`config.mk`:
```
export PLATFORM = sky130hd
export DESIGN_NAME = dac_quad_seq
export DESIGN_NICKNAME = d
export VERILOG_FILES = /design/src/rtl/dqs_pkg.sv /design/src/rtl/dqs_timer.sv /design/src/rtl/dqs_shift.sv /design/src/rtl/dac_quad_seq.sv
export SDC_FILE = /design/constraint.sdc
export NUM_CORES = 1
export LEC_CHECK = 0
export BUFFER_PORTS_ARGS = -buffer_cell sky130_fd_sc_hd__buf_4
export CORE_MARGIN = 2
export CORE_UTILIZATION = 32
export CTS_BUF_LIST = sky130_fd_sc_hd__clkbuf_8
export DETAILED_ROUTE_END_ITERATION = 7
export GPL_TIMING_DRIVEN = 0
export PLACE_DENSITY = 0.58
export SYNTH_ARGS = -nofsm -noshare
export SYNTH_HDL_FRONTEND = slang
export SYNTH_SLANG_ARGS = --single-unit
```
`constraint.sdc`:
```
create_clock -name clk -period 4.2 [get_ports clk]
set_input_delay 0.42 -clock clk [delete_from_list [all_inputs] [get_ports clk]]
set_output_delay 0.42 -clock clk [all_outputs]
set_load 0.05 [all_outputs]
```
`src/rtl/dqs_pkg.sv`:
```
package dqs_pkg;

  typedef enum logic [2:0] {
    S_IDLE, S_LEAD, S_LOW, S_HIGH, S_LOAD, S_REC, S_RSET, S_RLOW
  } seq_st_t;

  // ceiling conversion of a nanosecond minimum into clock cycles, never below one
  function automatic int unsigned ns_to_cyc(input int unsigned ns, input int unsigned per);
    int unsigned c;
    c = (ns + per - 1) / per;
    return (c == 0) ? 1 : c;
  endfunction

  function automatic int unsigned umax(input int unsigned a, input int unsigned b);
    return (a > b) ? a : b;
  endfunction

endpackage

```
`src/rtl/dqs_timer.sv`:
```
module dqs_timer #(
  parameter int unsigned CNT_W = 4
) (
  input  logic             clk,
  input  logic             rst_n,
  input  logic             load,
  input  logic [CNT_W-1:0] load_val,
  output logic             expired
);
  logic [CNT_W-1:0] cnt_q;

  always_ff @(posedge clk or negedge rst_n) begin
    if (!rst_n)              cnt_q <= '0;
    else if (load)           cnt_q <= load_val;
    else if (cnt_q != '0)    cnt_q <= cnt_q - 1'b1;
  end

  assign expired = (cnt_q == '0);
endmodule

```
`src/rtl/dqs_shift.sv`:
```
module dqs_shift #(
  parameter int unsigned W = 16
) (
  input  logic         clk,
  input  logic         rst_n,
  input  logic         load,
  input  logic [W-1:0] din,
  input  logic         shift,
  output logic         msb
);
  logic [W-1:0] sr_q;

  always_ff @(posedge clk or negedge rst_n) begin
    if (!rst_n)      sr_q <= '0;
    else if (load)   sr_q <= din;
    else if (shift)  sr_q <= {sr_q[W-2:0], 1'b0};
  end

  assign msb = sr_q[W-1];
endmodule

```
`src/rtl/dac_quad_seq.sv`:
```
module dac_quad_seq
  import dqs_pkg::*;
#(
  parameter int unsigned CLK_PERIOD_NS = 8,
  parameter int unsigned CHAN_W        = 2,
  parameter int unsigned PAD_W         = 2,
  parameter int unsigned CODE_W        = 12,
  parameter int unsigned T_DS_NS       = 25,
  parameter int unsigned T_DH_NS       = 20,
  parameter int unsigned T_CH_NS       = 30,
  parameter int unsigned T_CL_NS       = 50,
  parameter int unsigned T_CSS_NS      = 55,
  parameter int unsigned T_CSH_NS      = 15,
  parameter int unsigned T_LD1_NS      = 40,
  parameter int unsigned T_LD2_NS      = 15,
  parameter int unsigned T_LDW_NS      = 45,
  parameter int unsigned T_RSS_NS      = 25,
  parameter int unsigned T_RSTW_NS     = 70
) (
  input  logic              clk,
  input  logic              rst_n,
  input  logic              req_valid,
  output logic              req_ready,
  input  logic [CHAN_W-1:0] req_chan,
  input  logic [CODE_W-1:0] req_code,
  input  logic              cvt_reset_req,
  input  logic              cvt_reset_mid,
  output logic              dac_cs_n,
  output logic              dac_sclk,
  output logic              dac_sdi,
  output logic              dac_load_n,
  output logic              dac_rst_n,
  output logic              dac_rstsel
);
  localparam int unsigned FRAME_W = CHAN_W + PAD_W + CODE_W;
  localparam int unsigned IDX_W   = $clog2(FRAME_W);
  localparam int unsigned N_LOW   = umax(ns_to_cyc(T_CL_NS, CLK_PERIOD_NS), ns_to_cyc(T_DS_NS, CLK_PERIOD_NS));
  localparam int unsigned N_HIGH  = umax(ns_to_cyc(T_CH_NS, CLK_PERIOD_NS), ns_to_cyc(T_DH_NS, CLK_PERIOD_NS));
  localparam int unsigned N_LAST  = umax(N_HIGH, umax(ns_to_cyc(T_CSH_NS, CLK_PERIOD_NS),
                                                      ns_to_cyc(T_LD2_NS, CLK_PERIOD_NS)));
  localparam int unsigned N_LEAD  = ns_to_cyc(T_CSS_NS,  CLK_PERIOD_NS);
  localparam int unsigned N_LOAD  = ns_to_cyc(T_LDW_NS,  CLK_PERIOD_NS);
  localparam int unsigned N_REC   = ns_to_cyc(T_LD1_NS,  CLK_PERIOD_NS);
  localparam int unsigned N_RSET  = ns_to_cyc(T_RSS_NS,  CLK_PERIOD_NS);
  localparam int unsigned N_RLOW  = ns_to_cyc(T_RSTW_NS, CLK_PERIOD_NS);
  localparam int unsigned N_MAX   = umax(umax(umax(N_LOW, N_LAST), umax(N_LEAD, N_LOAD)),
                                         umax(N_REC, umax(N_RSET, N_RLOW)));
  localparam int unsigned CNT_W   = $clog2(N_MAX + 1);

  seq_st_t          st_q, st_d;
  logic             phase_done;
  logic             tmr_load;
  logic [CNT_W-1:0] tmr_val;
  logic [IDX_W-1:0] bit_q;
  logic             last_bit;
  logic             take_req;
  logic             take_rst;
  logic             bit_adv;
  int unsigned      dur;

  assign last_bit  = (bit_q == IDX_W'(FRAME_W - 1));
  assign take_rst  = (st_q == S_IDLE) && cvt_reset_req;
  assign req_ready = (st_q == S_IDLE) && !cvt_reset_req;
  assign take_req  = req_ready && req_valid;
  assign bit_adv   = (st_q == S_HIGH) && (st_d == S_LOW);

  always_comb begin
    st_d = st_q;
    unique case (st_q)
      S_IDLE: if (take_rst) st_d = S_RSET;
              else if (take_req) st_d = S_LEAD;
      S_LEAD: if (phase_done) st_d = S_LOW;
      S_LOW:  if (phase_done) st_d = S_HIGH;
      S_HIGH: if (phase_done) st_d = last_bit ? S_LOAD : S_LOW;
      S_LOAD: if (phase_done) st_d = S_REC;
      S_REC:  if (phase_done) st_d = S_IDLE;
      S_RSET: if (phase_done) st_d = S_RLOW;
      S_RLOW: if (phase_done) st_d = S_IDLE;
      default: st_d = S_IDLE;
    endcase
  end

  always_comb begin
    unique case (st_d)
      S_LEAD:  dur = N_LEAD;
      S_LOW:   dur = N_LOW;
      S_HIGH:  dur = last_bit ? N_LAST : N_HIGH;
      S_LOAD:  dur = N_LOAD;
      S_REC:   dur = N_REC;
      S_RSET:  dur = N_RSET;
      S_RLOW:  dur = N_RLOW;
      default: dur = 1;
    endcase
  end

  assign tmr_load = (st_d != st_q);
  assign tmr_val  = CNT_W'(dur - 1);

  dqs_timer #(.CNT_W(CNT_W)) i_timer (
    .clk     (clk),
    .rst_n   (rst_n),
    .load    (tmr_load),
    .load_val(tmr_val),
    .expired (phase_done)
  );

  dqs_shift #(.W(FRAME_W)) i_shift (
    .clk  (clk),
    .rst_n(rst_n),
    .load (take_req),
    .din  ({req_chan, {PAD_W{1'b0}}, req_code}),
    .shift(bit_adv),
    .msb  (dac_sdi)
  );

  always_ff @(posedge clk or negedge rst_n) begin
    if (!rst_n) begin
      st_q       <= S_IDLE;
      bit_q      <= '0;
      dac_cs_n   <= 1'b1;
      dac_sclk   <= 1'b1;
      dac_load_n <= 1'b1;
      dac_rst_n  <= 1'b1;
      dac_rstsel <= 1'b0;
    end else begin
      st_q       <= st_d;
      if (take_req)     bit_q <= '0;
      else if (bit_adv) bit_q <= bit_q + 1'b1;
      if (take_rst)     dac_rstsel <= cvt_reset_mid;
      dac_cs_n   <= !((st_d == S_LEAD) || (st_d == S_LOW) || (st_d == S_HIGH));
      dac_sclk   <= (st_d != S_LOW);
      dac_load_n <= (st_d != S_LOAD);
      dac_rst_n  <= (st_d != S_RLOW);
    end
  end
endmodule

```
# Word level (Yosys, flattened, before mapping)
# Cells that the tools add are included.
totals:
  register_bits: 32
  inputBits: 19
  out_inout_bits: 7
  elab_cells: 64
classes:
  addsub: 3
  n_eq_ne: 19
  mux: 17
  reduce_logical: 16
op_table:
  columns: ["op", "count"]
  rows:
  - ["$mux W16", 2]
  - ["$mux W3", 9]
  - ["$eq A3 B3 Y1 const B", 8]
  - ["$pmux W3 S7", 1]
  - ["$pmux W4 S5", 1]
  - ["$mux W4", 4]
  - ["$eq A3 B2 Y1 const B", 4]
  - ["$sub A4 B1 Y4 const B", 2]
  - ["$eq A3 B1 Y1 const B", 2]
  - ["$ne A3 B3 Y1 const B", 2]
  - ["$reduce_or A2 Y1", 3]
  - ["$add A4 B1 Y4 const B", 1]
  - ["$eq A4 B4 Y1 const B", 1]
  - ["$logic_and A1 B1 Y1", 4]
  - ["$logic_not A4 Y1", 1]
  - ["$reduce_bool A2 Y1", 2]
  - ["$reduce_bool A4 Y1", 1]
  - ["$logic_not A3 Y1", 1]
  - ["$ne A3 B2 Y1 const B", 1]
  - ["$ne A3 B3 Y1", 1]
  - ["$logic_not A1 Y1", 2]
  - ["$logic_or A1 B1 Y1", 2]

# Depth between registers and ports, before layout
depth:
  depth_word: 11
  mapped_depth: 10
  ltp_nobuf: 10

# By module
# From an unflattened synthesis, not the netlist that was laid out.
unflattened:
  cells_unflattened: 162
  area_unflattened_um2: 1687.9
modules_own_cells:
  columns: ["module", "n_inst", "cells_each", "area_per_inst_um2", "seq_area_each_um2"]
  rows:
  - ["dqs_shift", 1, 69, 742.0, 400.4]
  - ["dac_quad_seq", 1, 71, 711.9, 305.3]
  - ["dqs_timer", 1, 22, 234.0, 100.1]

# Worst setup path before layout
# Ideal clock, no wire load.
synth_path:
  kind: "reg-to-reg"
  from: "register i_timer.cnt_q[0]"
  to: "register i_timer.cnt_q[1]"
  setup_ns: 0.073
  t_arrival_ns: 2.105
  required_time_ns: 4.127
  slack_ns: 2.022
  path_stages_with_launch: 8
  synth_period_minus_slack_ns: 2.178
  cell_sequence: "dfrtp_1 or4_4 a22oi_2 nand3_2 xor2_1 a221oi_1 ha_1 nor2b_1"
synth_between:
  elab_chain_cells: 8
synth_rtl:
  columns: ["element", "line", "rtl"]
  rows:
  - ["from (decl)", "dqs_timer.sv:10", "logic [CNT_W-1:0] cnt_q;"]
  - ["from (signal assigned)", "dqs_timer.sv:14", "else if (load) cnt_q <= load_val;"]
  - ["from (signal assigned)", "dqs_timer.sv:15", "else if (cnt_q != '0) cnt_q <= cnt_q - 1'b1;"]
  - ["$logic_not A4 Y1 (*)", "dqs_timer.sv:18", "assign expired = (cnt_q == '0);"]
  - ["$mux W3 (tied with other cells)", "dac_quad_seq.sv:76, dac_quad_seq.sv:78", null]
  - ["$pmux W3 S7 (*)", "dac_quad_seq.sv:69", "unique case (st_q)"]
  - ["via st_d[1]", "dac_quad_seq.sv:50", "seq_st_t st_q, st_d;"]
  - ["$eq A3 B2 Y1 (tied with other cells)", "dac_quad_seq.sv:84", "unique case (st_d)"]
  - ["$reduce_or A2 Y1 (no line)", null, null]
  - ["$pmux W4 S5", "dac_quad_seq.sv:84", null]
  - ["$sub A4 B1 Y4", "dac_quad_seq.sv:97", "assign tmr_val = CNT_W'(dur - 1);"]
  - ["$mux W4", "dqs_timer.sv:14", null]
# Mark *: on every way through the listed nets, which the timed path passes. The rest lies on a longest branch. The select of a mux whose other input is x is not followed.
# A chain may end at the register's enable or synchronous reset.

# Worst setup path after layout
# Ends and elaborated chain as after synthesis.

==> results.toml <==
[pwr]
p_int_w = 0.000854
power_switching_w = 0.000549
p_sw_frac = 0.391
p_per_area_nw_per_um2 = 735
ir_drop_mv = 0.332
clkPwrFrac = 0.200
combPwrFrac = 0.408
leakagePower_nw = 0.882
p_seq_frac = 0.392

[setup_path]
crit_path_end_kind = "register"
worstSetupStartpointType = "register"
worstSetupPathType = "register to register"
reg2reg_depth = 8
rr_endpoint = "i_timer.cnt_q[1]"
regToRegStartpoint = "i_timer.cnt_q[0]"
worstPathRequired_ns = 4.41
cp_max_fo = 5
cp.arrival_ns = 2.61
rrSetupSlack_ns = 1.80

[synthesis]
synthTopCellsByArea = "dfrtp_1 (45%), nand2_1 (7.3%), dfstp_2 (6.8%)"
synth.yosys.warnings = 0
synth_commonest_cells = "nand2_1 (30), dfrtp_1 (28), nor2_1 (11), a22oi_1 (10), buf_2 (6)"
ys_ff_latch = 32
synth_ff_type = "dfrtp_1"
syn_nets = 172
synth.avg_cell_area_sq_um = 10.2
synth-edff-count = 0
yosysMostFrequentCell = "nand2_1"
syn-cell-area_sq_um = 1550
synthCells = 151
synthArstFlopShare = 1.00
synth-seq-area-share = 0.521
yosysTopAreaCell = "dfrtp_1"
synthDominantCellAreaShare = 0.453
synth_cell_types = 41

[sta]
rsz0062_at_grt = "false"
fin_worst_skew_ns = 0.00755
fin_crit_sh = 0.572
hold_ws_ns = 0.0642
layout_setup_ws_ns = 1.80
drv_slew = 0
max_freq_mhz = 416
finalHoldViolations = 0
tightest_slew_ns = 0.466
setup_violations = 0
period_needed_ns = 2.40
fin_tns_setup_ns = 0
relSlewSlack = 0.689

[global_routing]
grt_pass1_vias = 1292
overflow = 0
grt_pass1_wl_um = 5640
antenna_found_initial = 0
grt_usage = 0.136
grt_start_max_net_pins = 33

[placed_design]
globalplace.congestion = 0.761
dp_hpwl_um = 2450
io_buffers = 25
pre_cts_ws_ns = 1.76
dp.cells = 230

[drt]
dr.pass1.iters = 4
drc_errors = 0
drt_iter0_markers = 72
via_per_inst = 5.24
ant_nets = 0
drt_wl_total_um = 3340
vias = 1248
drt-wirelength-per-cell_um = 14.0

[clocking]
postCtsSetupBuffers = 0
cts_max_path_buffers = 2
cts.clk_slew.worst_paths_ns = 0.06
cts_hold_buf = 0
cts_tree = "done"
insertion_delay_ns = 0.28
post_cts_resized = 0
cts-root-buf = "clkbuf_8"
htree_levels = 2
cts_sinks = 32
cts_made_buffers = 5

[cells_and_area]
instances_no_fill = 238
areaGrowthSynthToFinish_pct = 23.4
antenna_cells = 0
final_nets = 204
fin_util = 0.407
drive_gt1_frac = 0.277

[flow_run]
drv_cap = 0

[min_path]
hold_class = "primary input to async pin"

[die]
core_area_sq_um = 4690
start_util = 0.330
placementRows = 25
dieHeight_um = 73.5
die_x_um = 73.5
io_pins = 26
dieArea_sq_um = 5410

[run_status]
status = "completed"
-- power groups by stage --
stage | Clock (W) | Combinational (W) | Sequential (W)
finish | 0.000280 | 0.000573 | 0.000550
global route | 0.000304 | 0.000645 | 0.000564
CTS | 0.000290 | 0.000583 | 0.000550
detailed placement | 0 | 0.000582 | 0.000552
global placement | 0 | 0.000560 | 0.000545
floorplan | 0 | 0.000371 | 0.000609
-- state kept, by name, summed over array words and instances (netlist names) --
| name | count |
|---|---|
| i_shift.sr_q | 16 |
| bit_q | 4 |
| i_timer.cnt_q | 4 |
| st_q | 3 |
| dac_cs_n | 1 |
| dac_load_n | 1 |
| dac_rst_n | 1 |
| dac_rstsel | 1 |
| dac_sclk | 1 |
-- logic make-up after synthesis --
logic type	count (synthesis)	synth area share
AO/OA/AOI/OAI	33	0.164
buffers and inverters	11	0.0323
adder cells (fa/ha/maj)	2	0.0162
AND/OR/NAND/NOR	67	0.230
multiplexers	2	0.0137
flip-flops	32	0.521
XOR/XNOR	4	0.0226
-- per-layer routing --
metal,track usage,routed length [um]
met1,0.160,1430
met2,0.223,1610
met4,0.0606,65
met5,0,0
met3,0.0466,229
-- metrics by stage --
| step | power [W] | instance area (sq um) |
|---|---|---|
| floorplan | 0.000980 | 1550 |
| global placement | 0.00110 | 1800 |
| detailed placement | 0.00113 | 1800 |
| CTS | 0.00142 | 1910 |
| global route | 0.00151 | 1910 |
| finish | 0.00140 | 1910 |
-- cells in the final DEF (no fill, tap or decap), types with 2 or more instances in the layout --
| cell | n |
|---|---|
| a21oi_1 | 2 |
| a22o_1 | 4 |
| a22oi_1 | 10 |
| buf_2 | 6 |
| buf_4 | 25 |
| clkbuf_1 | 3 |
| clkbuf_8 | 5 |
| clkinv_2 | 2 |
| dfrtp_1 | 28 |
| dfstp_2 | 4 |
| ha_1 | 2 |
| inv_1 | 2 |
| nand2_1 | 30 |
| nand3_1 | 4 |
| nand4_1 | 2 |
| nor2_1 | 11 |
| nor2b_1 | 3 |
| nor3_1 | 4 |
| nor3b_1 | 2 |
| nor4_4 | 2 |
| nor4b_1 | 2 |
| o21ai_0 | 3 |
| o22ai_1 | 4 |
| or3_1 | 2 |
| xor2_1 | 3 |
-- worst max-delay path by stage --
stage	from	end	slack, ns	depth (start not counted)
CTS	i_timer.cnt_q[0]	i_timer.cnt_q[2]	1.75	9
floorplan	i_timer.cnt_q[0]	i_timer.cnt_q[1]	2.02	7
finish	i_timer.cnt_q[0]	i_timer.cnt_q[1]	1.80	8
global placement	i_timer.cnt_q[0]	i_timer.cnt_q[2]	1.85	9
detailed placement	i_timer.cnt_q[0]	i_timer.cnt_q[2]	1.76	9
global route	i_timer.cnt_q[0]	i_timer.cnt_q[2]	1.60	9
-- final cells by class --
| class | instances | area [sq um] |
|---|---|---|
| Fill cell | 462 | 2780 |
| Sequential cell | 32 | 806 |
| Multi-Input combinational cell | 108 | 692 |
| Timing Repair Buffer | 25 | 188 |
| Clock buffer | 5 | 68.8 |
| Tap cell | 54 | 67.6 |
| Buffer | 9 | 41.3 |
| Clock inverter | 3 | 38.8 |
| Inverter | 2 | 8.76 |
-- worst max-delay path, stage by stage (launching register included) --
cell and delay (ns):
dfrtp_1 0.43, or4_4 0.61, nor4_4 0.32, a211oi_2 0.11, clkinv_2 0.09, nor2_1 0.05, a221oi_1 0.32, ha_1 0.29
nor2b_1 0.11
Note: power is estimated with default switching activity, not from simulation.
